$ cat src/rtl/spictl_pkg.sv
package spictl_pkg;
  localparam int DW      = 64;
  localparam int NBYTES  = DW / 8;
  localparam int NREG    = 9;

  localparam int IDX_ERR = 0;
  localparam int IDX_CTR = 1;
  localparam int IDX_CFG = 2;
  localparam int IDX_CLK = 3;
  localparam int IDX_MM  = 4;
  localparam int IDX_TXD = 5;
  localparam int IDX_RXD = 6;
  localparam int IDX_SEQ = 7;
  localparam int IDX_STS = 8;

  // registers with no side effects
  localparam logic [NREG-1:0] PLAIN_MASK = 9'b0_0101_0111;

  localparam int RSTF_LSB = 24;
  localparam int RSTF_W   = 4;
  localparam logic [RSTF_W-1:0] UNLOCK_FIRST  = 4'h5;
  localparam logic [RSTF_W-1:0] UNLOCK_SECOND = 4'hA;
  localparam logic [DW-1:0] CLK_HARD_VAL = 64'h0618_0000_0000_0000;

  localparam int ST_RDR_OVR = 62;
  localparam int ST_TDR_OVR = 60;
  localparam int ST_W       = 5;

  typedef struct packed {
    logic rdr_full;
    logic rdr_ovr;
    logic tdr_full;
    logic tdr_ovr;
    logic tdr_und;
  } stat_t;
endpackage

$ cat src/rtl/spictl_decode.sv
module spictl_decode import spictl_pkg::*; #(
  parameter int ADDR_W = 8
) (
  input  logic              bus_req,
  input  logic              bus_wr,
  input  logic [ADDR_W-1:0] bus_addr,
  output logic [ADDR_W-4:0] idx,
  output logic              hit,
  output logic              rd_ok,
  output logic              wr_ok,
  output logic [NREG-1:0]   sel
);
  localparam int IDX_W = ADDR_W - 3;

  assign idx   = bus_addr[ADDR_W-1:3];
  assign hit   = (bus_addr[2:0] == 3'b000) && (idx < IDX_W'(NREG));
  assign rd_ok = bus_req && !bus_wr && hit;
  assign wr_ok = bus_req && bus_wr && hit;

  for (genvar i = 0; i < NREG; i++) begin : g_sel
    assign sel[i] = (idx == IDX_W'(i));
  end
endmodule

$ cat src/rtl/spictl_clkcfg.sv
module spictl_clkcfg import spictl_pkg::*; (
  input  logic          clk,
  input  logic          rst,
  input  logic          wr_en,
  input  logic [DW-1:0] wdata,
  output logic [DW-1:0] clk_q
);
  logic armed, trigger;

  assign armed   = clk_q[RSTF_LSB +: RSTF_W] == UNLOCK_FIRST;
  assign trigger = armed && (wdata[RSTF_LSB +: RSTF_W] == UNLOCK_SECOND);

  always_ff @(posedge clk) begin
    if (rst)        clk_q <= CLK_HARD_VAL;
    else if (wr_en) clk_q <= trigger ? CLK_HARD_VAL : wdata;
  end
endmodule

$ cat src/rtl/spictl_seqop.sv
module spictl_seqop import spictl_pkg::*; (
  input  logic          clk,
  input  logic          rst,
  input  logic          wr_en,
  input  logic [DW-1:0] wdata,
  output logic [DW-1:0] packed_o
);
  logic [7:0] op_q [NBYTES];

  for (genvar k = 0; k < NBYTES; k++) begin : g_byte
    always_ff @(posedge clk) begin
      if (rst)        op_q[k] <= '0;
      else if (wr_en) op_q[k] <= wdata[DW-1-8*k -: 8];
    end
    assign packed_o[DW-1-8*k -: 8] = op_q[k];
  end
endmodule

$ cat src/rtl/spictl_status.sv
module spictl_status import spictl_pkg::*; (
  input  logic  clk,
  input  logic  rst,
  input  logic  tx_wr,
  input  logic  rx_rd,
  input  logic  st_wr,
  input  logic  wr_rovr,
  input  logic  wr_tovr,
  input  logic  rx_load,
  input  logic  tx_consume,
  input  logic  tx_starved,
  output stat_t stat_q
);
  stat_t nxt;

  always_comb begin
    nxt = stat_q;
    if (st_wr) begin
      nxt.rdr_ovr = wr_rovr;
      nxt.tdr_ovr = wr_tovr;
    end
    if (rx_rd) nxt.rdr_full = 1'b0;
    if (rx_load) begin
      if (stat_q.rdr_full) nxt.rdr_ovr = 1'b1;
      nxt.rdr_full = 1'b1;
    end
    if (tx_consume) nxt.tdr_full = 1'b0;
    if (tx_starved) nxt.tdr_und  = 1'b1;
    if (tx_wr) begin
      nxt.tdr_full = 1'b1;
      nxt.tdr_und  = 1'b0;
    end
  end

  always_ff @(posedge clk) begin
    if (rst) stat_q <= '0;
    else     stat_q <= nxt;
  end
endmodule

$ cat src/rtl/spictl_regfront.sv
module spictl_regfront import spictl_pkg::*; #(
  parameter int ADDR_W = 8
) (
  input  logic              clk,
  input  logic              rst,
  input  logic              bus_req,
  input  logic              bus_wr,
  input  logic [ADDR_W-1:0] bus_addr,
  input  logic [63:0]       bus_wdata,
  output logic [63:0]       bus_rdata,
  output logic              bus_rvalid,
  output logic              bus_err,
  input  logic              rx_load,
  input  logic [63:0]       rx_word,
  input  logic              tx_consume,
  input  logic              tx_starved,
  output logic [63:0]       cfg_err_o,
  output logic [63:0]       cfg_ctr_o,
  output logic [63:0]       cfg_main_o,
  output logic [63:0]       cfg_clk_o,
  output logic [63:0]       cfg_mm_o,
  output logic [63:0]       tx_word_o,
  output logic [63:0]       seqop_o,
  output logic [4:0]        stat_o
);
  localparam int IDX_W = ADDR_W - 3;

  logic [IDX_W-1:0] idx;
  logic             hit, rd_ok, wr_ok;
  logic [NREG-1:0]  sel, wr_sel;
  logic [DW-1:0]    plain_q [NREG];
  logic [DW-1:0]    clk_q, seq_q, tx_q, rd_mux;
  stat_t            stat_q;

  spictl_decode #(.ADDR_W(ADDR_W)) u_dec (
    .bus_req(bus_req), .bus_wr(bus_wr), .bus_addr(bus_addr),
    .idx(idx), .hit(hit), .rd_ok(rd_ok), .wr_ok(wr_ok), .sel(sel)
  );

  assign wr_sel = sel & {NREG{wr_ok}};

  for (genvar i = 0; i < NREG; i++) begin : g_plain
    if (PLAIN_MASK[i]) begin : g_store
      always_ff @(posedge clk) begin
        if (rst)                          plain_q[i] <= '0;
        else if (i == IDX_RXD && rx_load) plain_q[i] <= rx_word;
        else if (wr_sel[i])               plain_q[i] <= bus_wdata;
      end
    end else begin : g_none
      assign plain_q[i] = '0;
    end
  end

  always_ff @(posedge clk) begin
    if (rst)                  tx_q <= '0;
    else if (wr_sel[IDX_TXD]) tx_q <= bus_wdata;
  end

  spictl_clkcfg u_clk (
    .clk(clk), .rst(rst), .wr_en(wr_sel[IDX_CLK]), .wdata(bus_wdata), .clk_q(clk_q)
  );

  spictl_seqop u_seq (
    .clk(clk), .rst(rst), .wr_en(wr_sel[IDX_SEQ]), .wdata(bus_wdata), .packed_o(seq_q)
  );

  spictl_status u_sts (
    .clk(clk), .rst(rst),
    .tx_wr(wr_sel[IDX_TXD]),
    .rx_rd(rd_ok && sel[IDX_RXD]),
    .st_wr(wr_sel[IDX_STS]),
    .wr_rovr(bus_wdata[ST_RDR_OVR]),
    .wr_tovr(bus_wdata[ST_TDR_OVR]),
    .rx_load(rx_load), .tx_consume(tx_consume), .tx_starved(tx_starved),
    .stat_q(stat_q)
  );

  always_comb begin
    case (idx)
      IDX_W'(IDX_ERR): rd_mux = plain_q[IDX_ERR];
      IDX_W'(IDX_CTR): rd_mux = plain_q[IDX_CTR];
      IDX_W'(IDX_CFG): rd_mux = plain_q[IDX_CFG];
      IDX_W'(IDX_CLK): rd_mux = clk_q;
      IDX_W'(IDX_MM):  rd_mux = plain_q[IDX_MM];
      IDX_W'(IDX_TXD): rd_mux = tx_q;
      IDX_W'(IDX_RXD): rd_mux = plain_q[IDX_RXD];
      IDX_W'(IDX_SEQ): rd_mux = seq_q;
      IDX_W'(IDX_STS): rd_mux = {stat_q, {(DW-ST_W){1'b0}}};
      default:         rd_mux = '1;
    endcase
  end

  always_ff @(posedge clk) begin
    if (rst) begin
      bus_rdata  <= '0;
      bus_rvalid <= 1'b0;
      bus_err    <= 1'b0;
    end else begin
      bus_rvalid <= bus_req && !bus_wr;
      bus_err    <= bus_req && !hit;
      if (bus_req && !bus_wr) bus_rdata <= hit ? rd_mux : '1;
    end
  end

  assign cfg_err_o  = plain_q[IDX_ERR];
  assign cfg_ctr_o  = plain_q[IDX_CTR];
  assign cfg_main_o = plain_q[IDX_CFG];
  assign cfg_mm_o   = plain_q[IDX_MM];
  assign cfg_clk_o  = clk_q;
  assign tx_word_o  = tx_q;
  assign seqop_o    = seq_q;
  assign stat_o     = stat_q;
endmodule

$ cat config.mk
export PLATFORM = sky130hd
export DESIGN_NAME = spictl_regfront
export DESIGN_NICKNAME = d
export VERILOG_FILES = /design/src/rtl/spictl_pkg.sv /design/src/rtl/spictl_decode.sv /design/src/rtl/spictl_clkcfg.sv /design/src/rtl/spictl_seqop.sv /design/src/rtl/spictl_status.sv /design/src/rtl/spictl_regfront.sv
export SDC_FILE = /design/constraint.sdc
export NUM_CORES = 1
export LEC_CHECK = 0
export BUFFER_PORTS_ARGS = -buffer_cell sky130_fd_sc_hd__clkbuf_2
export CAP_MARGIN = 20
export CORE_MARGIN = 5
export CORE_UTILIZATION = 25
export DETAILED_ROUTE_END_ITERATION = 12
export SLEW_MARGIN = 20
export SYNTH_ARGS = -nofsm -noshare
export SYNTH_HDL_FRONTEND = slang
export SYNTH_SLANG_ARGS = --single-unit
$ cat constraint.sdc
create_clock -name clk -period 11.5 [get_ports clk]
set_input_delay 2.3 -clock clk [delete_from_list [all_inputs] [get_ports clk]]
set_output_delay 2.3 -clock clk [all_outputs]
set_load 0.005 [all_outputs]
==> run summary <==
Status: finished clean
Inserted Clock Buffers: 72
Clock latency on the worst-skew pair: 650 ps
CP Data Arrival Time: 6060 ps
Startpoint types: input pin
Max-slew violation count: 0
Worst Tran Pin Value: 1390 ps
CTS tree: done
Finished Layout Cells: 4,929
Fin. Hold Viols: 0
Hold path depth: 2
Worst R2R Setup Slack: 9280 ps
Post-placement cell count: 4,789
Crit path kind: in -> reg
DRT antenna net count: 0
Most common cell after layout, fill and taps aside: clkbuf_2
Full die area: 117,000 sq um
Fin crit period: 5520 ps
Clk root buf: clkbuf_16
Top Family by Delay on Critical Path: buffers and inverters
Slew HR: 7.16%
First-pass GRT wire length: 204,000 um
Leak Pwr: 0.0121 uW
Routability congestion estimate from global placement: 0.848
PD cells: 147 nW/um^2
Grt total ovfl: 0
Final core utilization: 29.4%
Post-synthesis sequential area ratio: 44.5%
Unrepaired setup endpoints after global routing: no
Cells after synthesis: 3,186
Clk pin slew, worst setup/hold paths: 60 ps
Setup TNS: 0 ps
Vias per Instance: 5.61
Critical path origin: bus_addr[5]
Final WL: 147,000 um
Syn. warnings: 0
Path type of the worst min-delay path: reg -> reg
Port bufs: 661
PostCTS Resize Cnt: 0
Post-synth EDFFs: 64
Crit end category: register
FFs w/ async S/R, synth: 0%
Drt pass-1 iters: 8
Vias: 27.7k
Setup violations, final: 0
Cell mode on critical path: buf_4
FF-to-FF End: u_clk.clk_q[51]$_SDFFE_PP1P_
Final WS setup: 5980 ps
Worst Skew: 19.1 ps
Clock sinks: 583
Post-CTS Setup Bufs: 0
Number of cell rows: 122
Initial Utilization: 25.1%
Critical Path RT: 12,050 ps
Synth unique cells: 60
DRC: 0
R2r worst-path depth: 5
Synth top area share: 37.6%
Die width: 343 um
Commonest cells after routing, fill and taps aside: clkbuf_2, dfxtp_1, a21oi_1
Maximum fanout along the worst path: 39
Worst path max stage delay: 780 ps
Top cells by area, synth: dfxtp_1, a21oi_1, buf_4
Synth Flop Type: dfxtp_1
NumNets Final: 3,519
I/O pin cnt: 662
Core ar.: 110,000 sq um
Iteration-0 DRC Markers: 3,495
Share of cells above drive strength 1: 25.6%
Biggest area consumer among synthesized cells: dfxtp_1
Synth-to-Final Area Change: 17.3%
CP Buf/Inv Count: 4
Post-Syn Area: 27,600 sq um
Flops & latches, synth: 583
Largest net degree at the start of global routing: 205
Initial antenna violation count: 16
VDD IR max: 0.0936 mV
H-tree Lvls: 3
Max Root-Sink Buffers: 3
GRT Overall Usage: 23.6%
WP depth: 8
Slowest-stage cell, CP: nor2_4
Drt wl/cell: 29.8 um
HPWL after detailed placement: 91,900 um
Min Hold Slack: 485 ps
Vias in the first global route: 26.2k
Syn Nets: 3,329
Critical Path Sink: tx_word_o[26]$_SDFFE_PP0P_
Synth Area per Inst: 8.68 sq um
Fmax: 0.181 GHz
Total of max-cap violations: 0
Period Utilization, post-route: 48.0%
Worst r2r src: u_clk.clk_q[24]$_SDFFE_PP0P_
# hold bufs at CTS: 0
Worst-path cell chain: buf_6, buf_4, buf_4, nand2b_1, nor2_4, buf_4, nand3_1, a21oi_1
Worst slack, placed: 5270 ps
Die Y: 343 um
-- worst min-delay path: stages, from the launching register on --
cell and delay [ps]:
dfxtp_1 310, o21ai_0 70, a21oi_1 60
-- where the power goes --
part           switching [uW]  total, uW  internal, uW
combinational             265        368           103
sequential               32.4       2140          2100
clock                     966       2270          1310
total                    1260       4780          3510
-- cells in the mapped netlist (3+ instances only) --
master	n
nor2_1	95
nor4_1	3
a41oi_1	4
a211oi_1	81
o21ai_0	386
a31oi_1	45
o31ai_1	3
inv_1	5
a21oi_1	514
buf_1	11
or2_2	3
and2_1	65
nand3b_1	4
mux4_2	5
o32ai_1	8
dfxtp_1	519
nor2_2	4
a32oi_1	3
a22oi_1	52
nor4b_1	4
buf_4	260
edfxtp_1	64
buf_2	94
o2bb2ai_1	6
nand4_1	59
mux2i_1	166
nor3b_1	3
a222oi_1	15
mux2_2	21
nor3_1	11
a221oi_1	13
o22ai_1	26
a22o_1	12
nor2b_1	3
and3_1	6
nand3_1	324
buf_6	6
nand2b_1	6
clkbuf_1	226
nand2_1	23
-- area by class of cell --
type,count,area [sq um]
antenna,6,15.0
clock buffer,100,1980
clock inverter,33,322
fill,11860,77800
inverter,6,25.0
multi-input combinational,2000,12100
sequential,583,12300
tap,1488,1860
timing repair buffer,713,3800
-- worst min path at each step --
stage                                  from                      endpoint  slack [ps]
5_1_grt           tx_word_o[9]$_SDFFE_PP0P_     tx_word_o[9]$_SDFFE_PP0P_         500
2_1_floorplan     plain_q[138]$_SDFFE_PP0P_    bus_rdata[10]$_SDFFE_PP0P_         450
3_5_place_dp      plain_q[138]$_SDFFE_PP0P_    bus_rdata[10]$_SDFFE_PP0P_         470
4_1_cts           plain_q[161]$_SDFFE_PP0P_    bus_rdata[33]$_SDFFE_PP0P_         480
3_3_place_gp      plain_q[161]$_SDFFE_PP0P_    bus_rdata[33]$_SDFFE_PP0P_         470
6_report       u_clk.clk_q[29]$_SDFFE_PP0P_  u_clk.clk_q[29]$_SDFFE_PP0P_         490
-- through the flow --
step	instance area [sq um]	total power (uW)
6_report	32400	4780
5_1_grt	32400	4900
4_1_cts	32400	4800
3_5_place_dp	30100	2540
3_3_place_gp	30100	2540
2_1_floorplan	27600	2330
-- logic make-up (layout without fill, tap and decap cells) --
logic type             after synthesis  after routing  share of synthesized area (%)
AOI/OAI and AO/OA                 1179           1179                           24.0
and+or+nand+nor                    629            629                           11.9
buffers and inverters              603            852                           12.3
DFF                                583            583                           44.5
muxes                              192            192                           7.27
other                                0              6                              0
-- metal layers --
metal  global-route usage, %  vias up  wire, um
li1                        -    11813         -
met1                    31.0    13722     59400
met2                    36.9     1787     66300
met3                    6.16      324     15000
met4                    9.84        8      6180
met5                       0        -        84
-- registers in the layout, indices dropped and copies added, names as in the netlist, 5 cells and up --
register	cells
cfg_mm_o	64
plain_q	64
bus_rdata	64
u_sts.stat_q	5
tx_word_o	64
cfg_err_o	64
u_clk.clk_q	64
cfg_ctr_o	64
cfg_main_o	64
u_seq.op_q	64
(Power assumes the default switching activity.)
